<file path="src/rtl/intv_timer_pkg.sv">
package intv_timer_pkg;
  localparam int DATA_W   = 16;
  localparam int PRE_W    = 4;
  localparam int OFF_CTRL = 0;
  localparam int OFF_MOD  = 2;
  localparam int OFF_CNT  = 4;

  // control/status word; bit positions are software-visible
  typedef struct packed {
    logic [3:0]       rsv_hi;
    logic [PRE_W-1:0] pre;
    logic             rsv7;
    logic             doze;
    logic             dbg;
    logic             ovw;
    logic             ie;
    logic             flag;
    logic             rld;
    logic             en;
  } ctrl_t;

  localparam logic [DATA_W-1:0] CTRL_KEEP = 16'h0F7F;  // stored bits
  localparam logic [DATA_W-1:0] CTRL_SOFT = 16'h000C;  // ie and flag: no restart
endpackage

</file>
<file path="src/rtl/intv_timer_prescale.sv">
module intv_timer_prescale #(
  parameter int PRE_W       = 4,
  parameter int SYS_DIV_LOG = 1
) (
  input  logic             clk,
  input  logic             rst,
  input  logic             en,
  input  logic             phase_rst,
  input  logic [PRE_W-1:0] pre,
  output logic             tick
);
  localparam int MAX_EXP = SYS_DIV_LOG + (1 << PRE_W) - 1;
  localparam int DIV_W   = (MAX_EXP < 1) ? 1 : MAX_EXP;

  logic [DIV_W-1:0] div_q;
  logic [DIV_W:0]   full;
  logic [DIV_W-1:0] span;

  always_comb begin
    full = ((DIV_W+1)'(1) << (SYS_DIV_LOG + int'(pre))) - (DIV_W+1)'(1);
    span = full[DIV_W-1:0];
  end

  assign tick = en && (div_q == span);

  always_ff @(posedge clk) begin
    if (rst || phase_rst) begin
      div_q <= '0;
    end else if (en) begin
      div_q <= tick ? '0 : div_q + DIV_W'(1);
    end
  end

  generate
    if (SYS_DIV_LOG > 0) begin : g_gap

      tick_gap_chk: assert property (@(posedge clk) disable iff (rst)
        tick |=> !tick);
    end
  endgenerate
endmodule

</file>
<file path="src/rtl/intv_timer_counter.sv">
module intv_timer_counter #(
  parameter int CNT_W = 16
) (
  input  logic             clk,
  input  logic             rst,
  input  logic             tick,
  input  logic             load,
  input  logic [CNT_W-1:0] load_val,
  input  logic [CNT_W-1:0] limit,
  output logic [CNT_W-1:0] cnt_q,
  output logic             expire
);
  logic at_zero;
  assign at_zero = (cnt_q == '0);
  assign expire  = tick && at_zero && !load;

  always_ff @(posedge clk) begin
    if (rst) begin
      cnt_q <= '1;
    end else if (load) begin
      cnt_q <= load_val;
    end else if (tick) begin
      cnt_q <= at_zero ? limit : cnt_q - CNT_W'(1);
    end
  end


  step_chk: assert property (@(posedge clk) disable iff (rst)
    (tick && !load && !at_zero) |=> cnt_q == $past(cnt_q) - CNT_W'(1));

  wrap_chk: assert property (@(posedge clk) disable iff (rst)
    expire |=> cnt_q == $past(limit));

  hold_chk: assert property (@(posedge clk) disable iff (rst)
    (!tick && !load) |=> $stable(cnt_q));
endmodule

</file>
<file path="src/rtl/intv_timer_regs.sv">
module intv_timer_regs
  import intv_timer_pkg::*;
#(
  parameter int CNT_W  = 16,
  parameter int ADDR_W = 3
) (
  input  logic              clk,
  input  logic              rst,
  input  logic              wr_en,
  input  logic [ADDR_W-1:0] addr,
  input  logic [DATA_W-1:0] wdata,
  input  logic              expire,
  output ctrl_t             ctrl_q,
  output logic [CNT_W-1:0]  mod_q,
  output logic              cnt_load,
  output logic [CNT_W-1:0]  cnt_load_val,
  output logic              irq_q
);
  logic              wr_ctrl, wr_mod, restart, flag_clr, flag_nx;
  logic [DATA_W-1:0] ctrl_bits, wr_bits;
  ctrl_t             wr_val, ctrl_nx;

  assign wr_ctrl   = wr_en && (addr == ADDR_W'(OFF_CTRL));
  assign wr_mod    = wr_en && (addr == ADDR_W'(OFF_MOD));
  assign ctrl_bits = ctrl_q;
  assign wr_bits   = wdata & CTRL_KEEP;
  assign wr_val    = ctrl_t'(wr_bits);
  assign restart   = wr_ctrl && (((wr_bits ^ ctrl_bits) & ~CTRL_SOFT) != '0);
  assign flag_clr  = (wr_ctrl && wdata[2]) || wr_mod;
  assign flag_nx   = (ctrl_q.flag && !flag_clr) || expire;
  assign cnt_load  = restart || (wr_mod && ctrl_q.ovw);

  always_comb begin
    ctrl_nx = ctrl_q;
    if (wr_ctrl) ctrl_nx = wr_val;
    ctrl_nx.flag = flag_nx;
    if (restart) begin
      cnt_load_val = wr_val.rld ? mod_q : {CNT_W{1'b1}};
    end else begin
      cnt_load_val = wdata[CNT_W-1:0];
    end
  end

  always_ff @(posedge clk) begin
    if (rst) begin
      ctrl_q <= '0;
      mod_q  <= '0;
      irq_q  <= 1'b0;
    end else begin
      ctrl_q <= ctrl_nx;
      irq_q  <= ctrl_nx.flag && ctrl_nx.ie;
      if (wr_mod) mod_q <= wdata[CNT_W-1:0];
    end
  end


  irq_match_chk: assert property (@(posedge clk) disable iff (rst)
    irq_q == (ctrl_q.flag && ctrl_q.ie));

  flag_src_chk: assert property (@(posedge clk) disable iff (rst)
    $rose(ctrl_q.flag) |-> $past(expire));

  mod_clr_chk: assert property (@(posedge clk) disable iff (rst)
    (wr_mod && !expire) |=> !ctrl_q.flag);
endmodule

</file>
<file path="src/rtl/intv_timer.sv">
module intv_timer
  import intv_timer_pkg::*;
#(
  parameter int CNT_W       = 16,
  parameter int ADDR_W      = 3,
  parameter int SYS_DIV_LOG = 1
) (
  input  logic              clk,
  input  logic              rst,
  input  logic              wr_en,
  input  logic              rd_en,
  input  logic [ADDR_W-1:0] addr,
  input  logic [15:0]       wdata,
  output logic [15:0]       rdata,
  output logic              irq
);
  ctrl_t            ctrl_q;
  logic [CNT_W-1:0] mod_q, cnt_q, load_val, limit;
  logic             cnt_load, tick, expire;

  intv_timer_regs #(.CNT_W(CNT_W), .ADDR_W(ADDR_W)) regs_i (
    .clk(clk), .rst(rst), .wr_en(wr_en), .addr(addr), .wdata(wdata),
    .expire(expire), .ctrl_q(ctrl_q), .mod_q(mod_q), .cnt_load(cnt_load),
    .cnt_load_val(load_val), .irq_q(irq)
  );

  intv_timer_prescale #(.PRE_W(PRE_W), .SYS_DIV_LOG(SYS_DIV_LOG)) pre_i (
    .clk(clk), .rst(rst), .en(ctrl_q.en), .phase_rst(cnt_load),
    .pre(ctrl_q.pre), .tick(tick)
  );

  assign limit = ctrl_q.rld ? mod_q : {CNT_W{1'b1}};

  intv_timer_counter #(.CNT_W(CNT_W)) cnt_i (
    .clk(clk), .rst(rst), .tick(tick), .load(cnt_load), .load_val(load_val),
    .limit(limit), .cnt_q(cnt_q), .expire(expire)
  );

  always_ff @(posedge clk) begin
    if (rst) begin
      rdata <= '0;
    end else if (rd_en) begin
      if (addr == ADDR_W'(OFF_CTRL))     rdata <= ctrl_q;
      else if (addr == ADDR_W'(OFF_MOD)) rdata <= DATA_W'(mod_q);
      else if (addr == ADDR_W'(OFF_CNT)) rdata <= DATA_W'(cnt_q);
      else                               rdata <= '0;
    end
  end


  cnt_read_chk: assert property (@(posedge clk) disable iff (rst)
    (rd_en && addr == ADDR_W'(OFF_CNT)) |=> rdata == DATA_W'($past(cnt_q)));
endmodule

</file>
<file path="config.mk">
export PLATFORM = sky130hd
export DESIGN_NAME = intv_timer
export DESIGN_NICKNAME = d
export VERILOG_FILES = /design/src/rtl/intv_timer_pkg.sv /design/src/rtl/intv_timer_prescale.sv /design/src/rtl/intv_timer_counter.sv /design/src/rtl/intv_timer_regs.sv /design/src/rtl/intv_timer.sv
export SDC_FILE = /design/constraint.sdc
export NUM_CORES = 1
export LEC_CHECK = 0
export ABC_AREA = 1
export BUFFER_PORTS_ARGS = -buffer_cell sky130_fd_sc_hd__buf_2
export CAP_MARGIN = 10
export CORE_UTILIZATION = 50
export CTS_CLUSTER_SIZE = 8
export DETAILED_ROUTE_END_ITERATION = 7
export PLACE_DENSITY = 0.74
export SLEW_MARGIN = 20
export SYNTH_ARGS = -nofsm -noshare
export SYNTH_HDL_FRONTEND = slang
export SYNTH_HIERARCHICAL = 1
export SYNTH_SLANG_ARGS = --single-unit
</file>
<file path="constraint.sdc">
create_clock -name clk -period 3.41 [get_ports clk]
set_input_delay 0.341 -clock clk [delete_from_list [all_inputs] [get_ports clk]]
set_output_delay 0.341 -clock clk [all_outputs]
set_load 0.02 [all_outputs]
</file>
==> out/metrics.cfg <==
[logic_synthesis]
synthTopCellsByCount = nand2_1 (255), inv_1 (106), nand3_1 (103)
syn_inst = 915
postSynth.asyncResetShare_pct = 0
ys_seq_area_share_pct = 26.9
ys.flop_type = dfxtp_1
yosysWarnings = 6
synth.area.top_cells = dfxtp_1 (27%), nand2_1 (17%), nand3_1 (9.1%)
synth_area_mm2 = 0.00565
syn_area_per_cell_um2 = 6.17
synth.most_common_cell = nand2_1
yosysTopAreaCellShare_pct = 26.9
netlist-cell-type-count = 43
synth_edf_count = 0
ys_seq_elements = 76
synth_top_cell_by_area = dfxtp_1

[clock_network]
post_cts_buffers = 0
cts-root-buf = clkbuf_16
cts_tree = yes
ctsLongestPathBuffers = 2
clk_pin_slew_ps = 60
cts-buffers-inserted = 9
post_cts_resized = 0
hold_buffers = 0
clock_latency_ps = 340
cts.sinks = 76
htreeDepth = 3

[worst_setup_path]
rr_endpoint = cnt_i/cnt_q[12]$_SDFFE_PP1P_
r2r_start = regs_i/ctrl_q[10]$_SDFFE_PP0P_
critical_path_class = register to register
end_kind = register
worst_ep_arrival_time_ps = 2970
cp_common_cell = nand3_1
crit_chain = inv_4 > nand3_1 > ha_1 > nand2_1 > nand3_1 > nor2_1 > nand4_1 > nor3b_2 > nand3_1 > nor2_2 > nand3_2 > inv_1 > nor2_2 > a221oi_1 > nand2_1
required_ps = 3630
path_max_fanout = 16
r2r_slack_ps = 650
slowest_delay_ps = 580
cp-start-kind = register
crit_end = cnt_i/cnt_q[12]$_SDFFE_PP1P_
worstRegToRegCells = 15
critPathLaunch = regs_i/ctrl_q[10]$_SDFFE_PP0P_
critical-path-slowest-cell = dfxtp_1

[place]
dp_slack_ps = 730
hpwl_um = 11600
placed_area_mm2 = 0.00579
gp_congestion = 0.948
portBuffers = 39
dp_cells = 1062

[sta]
fin_skew_ps = 8.16
rsz0062_at_grt = false
setup-violations-final = 0
setup_slack_ps = 653
maxSlewViolCount = 0
finalHoldViolCount = 0
slew_headroom_pct = 46.4
fin_crit_sh_pct = 80.9
worst_pin_slew_ps = 803
min_period_ps = 2760
clock.fmax_ghz = 0.363
tns_ps = 0

[grt]
grt_antenna_before_repair = 0
grt_use_met3_pct = 6.81
grt_pass1_vias = 4981
use_met1_pct = 41.7
grt.overflow.total = 0
grt_pass1_wl_um = 25100
grt_util_all_layers_pct = 28.3
grt_start_max_net_pins = 36
grt_most_used_layer = met1
use_met2_pct = 40.5

[run_status]
status = finished clean

[drt]
dr.pass1.iters = 6
drc_errors = 0
vias_per_cell = 5.36
drt_iter0_drc = 595
num_vias = 5783
wl_per_cell_um = 14.6
ant_nets = 0
drt-total-wl_um = 15700

[layout]
multi_input_area_mm2 = 0.00343
stdcell_area_mm2 = 0.00610
final_cells = 1078
n_antenna_cell = 0
regArea_mm2 = 0.00152
finalNetCount = 960
area_delta_synth_final_pct = 7.95
drive_above_1_share_pct = 16.4
nFillCells = 1123

[floorplanning]
io_pins = 40
die-width_um = 108
dieHeight_um = 108
start_util_pct = 51.6
dieArea_mm2 = 0.0117
core_area_mm2 = 0.0109
placementRows = 38

[run]
maxCapViolations = 0

[power]
pwr_density_cell_mw_per_mm2 = 361
p_leak_nw = 2.88
peakVddDrop_mv = 0.302

[min_path]
hold_path_class = primary input to register

routing by layer:
layer / vias to the layer above / share of wire [%]
li1: 2937 / -
met1: 2557 / 48
met2: 265 / 41
met3: 24 / 9.5
met4: 0 / 1.6
met5: - / 0
stage by stage:
stage / hold WS, ps / total power [W] / utilization, %
floorplan: 410 / 0.00117 / -
global placement: 451 / 0.00124 / 53.0
detailed placement: 452 / 0.00124 / 53.0
CTS: 265 / 0.00221 / 55.7
global route: 294 / 0.00230 / 55.7
finish: 277 / 0.00220 / 55.7
layout by cell type, fill, tap and decap left out, types with 16 or more instances in the layout:
master and n:
buf_2 39, or2_2 34, xor2_1 16, nand2_1 255, inv_1 106, nand3_1 103
dfxtp_1 76, nor2_2 28, nor2_1 84, nand4_1 17, o21ai_0 43, a21oi_1 27
a221oi_1 16
power breakdown:
| group | internal [W] | total (W) | leakage (nW) | switching [W] |
|---|---|---|---|---|
| sequential | 0.000915 | 0.000954 | 0.618 | 0.0000392 |
| combinational | 0.0000963 | 0.000278 | 2.11 | 0.000181 |
| clock | 0.000589 | 0.000971 | 0.146 | 0.000382 |
| total | 0.00160 | 0.00220 | 2.88 | 0.000602 |
flip-flops by register name, summed over array words and instances, names as in the netlist:
register / flops
cnt_i/cnt_q: 16
pre_i/div_q: 16
rdata: 16
regs_i/ctrl_q: 11
regs_i/irq_q: 1
regs_i/mod_q: 16
critical path: cells and delay by family, from the launching register on:
family,cells,cell delay (ps)
AND/OR/NAND/NOR,11,1230
buffers and inverters,2,250
AO/OA/AOI/OAI,1,320
adder cells (fa/ha/maj),1,260
flip-flops,1,580
worst min-delay path by stage:
| stage | from | endpoint | slack [ps] | cells after the start |
|---|---|---|---|---|
| final | wdata[12] | regs_i/mod_q[12]$_SDFFE_PP0P_ | 280 | 3 |
| after global routing | wdata[15] | regs_i/mod_q[15]$_SDFFE_PP0P_ | 290 | 3 |
| after CTS | wdata[12] | regs_i/mod_q[12]$_SDFFE_PP0P_ | 270 | 3 |
| after detailed placement | rdata[12]$_SDFFE_PP0P_ | rdata[12]$_SDFFE_PP0P_ | 450 | 2 |
| after global placement | rdata[13]$_SDFFE_PP0P_ | rdata[13]$_SDFFE_PP0P_ | 450 | 2 |
| after floorplan | rst | rdata[10]$_SDFFE_PP0P_ | 410 | 1 |
area by class of cell:
class / count / share of cell area [%]
Multi-Input combinational cell: 687 / 56.3
Sequential cell: 76 / 25.0
Inverter: 115 / 7.12
Clock buffer: 11 / 3.98
Timing Repair Buffer: 44 / 3.82
Tap cell: 140 / 2.87
Clock inverter: 5 / 0.985
kinds of logic (layout without fill, tap and decap cells):
logic type / count (synthesis) / in the layout / share of synthesized area (%)
and+or+nand+nor: 556 / 556 / 45.7
buffers and inverters: 156 / 175 / 12.6
AOI/OAI and AO/OA: 97 / 97 / 9.95
DFF: 76 / 76 / 26.9
xor gates and xnor gates: 24 / 24 / 3.72
adders and majority gates: 4 / 4 / 0.886
other: 2 / 6 / 0.133
(Power assumes the default switching activity.)
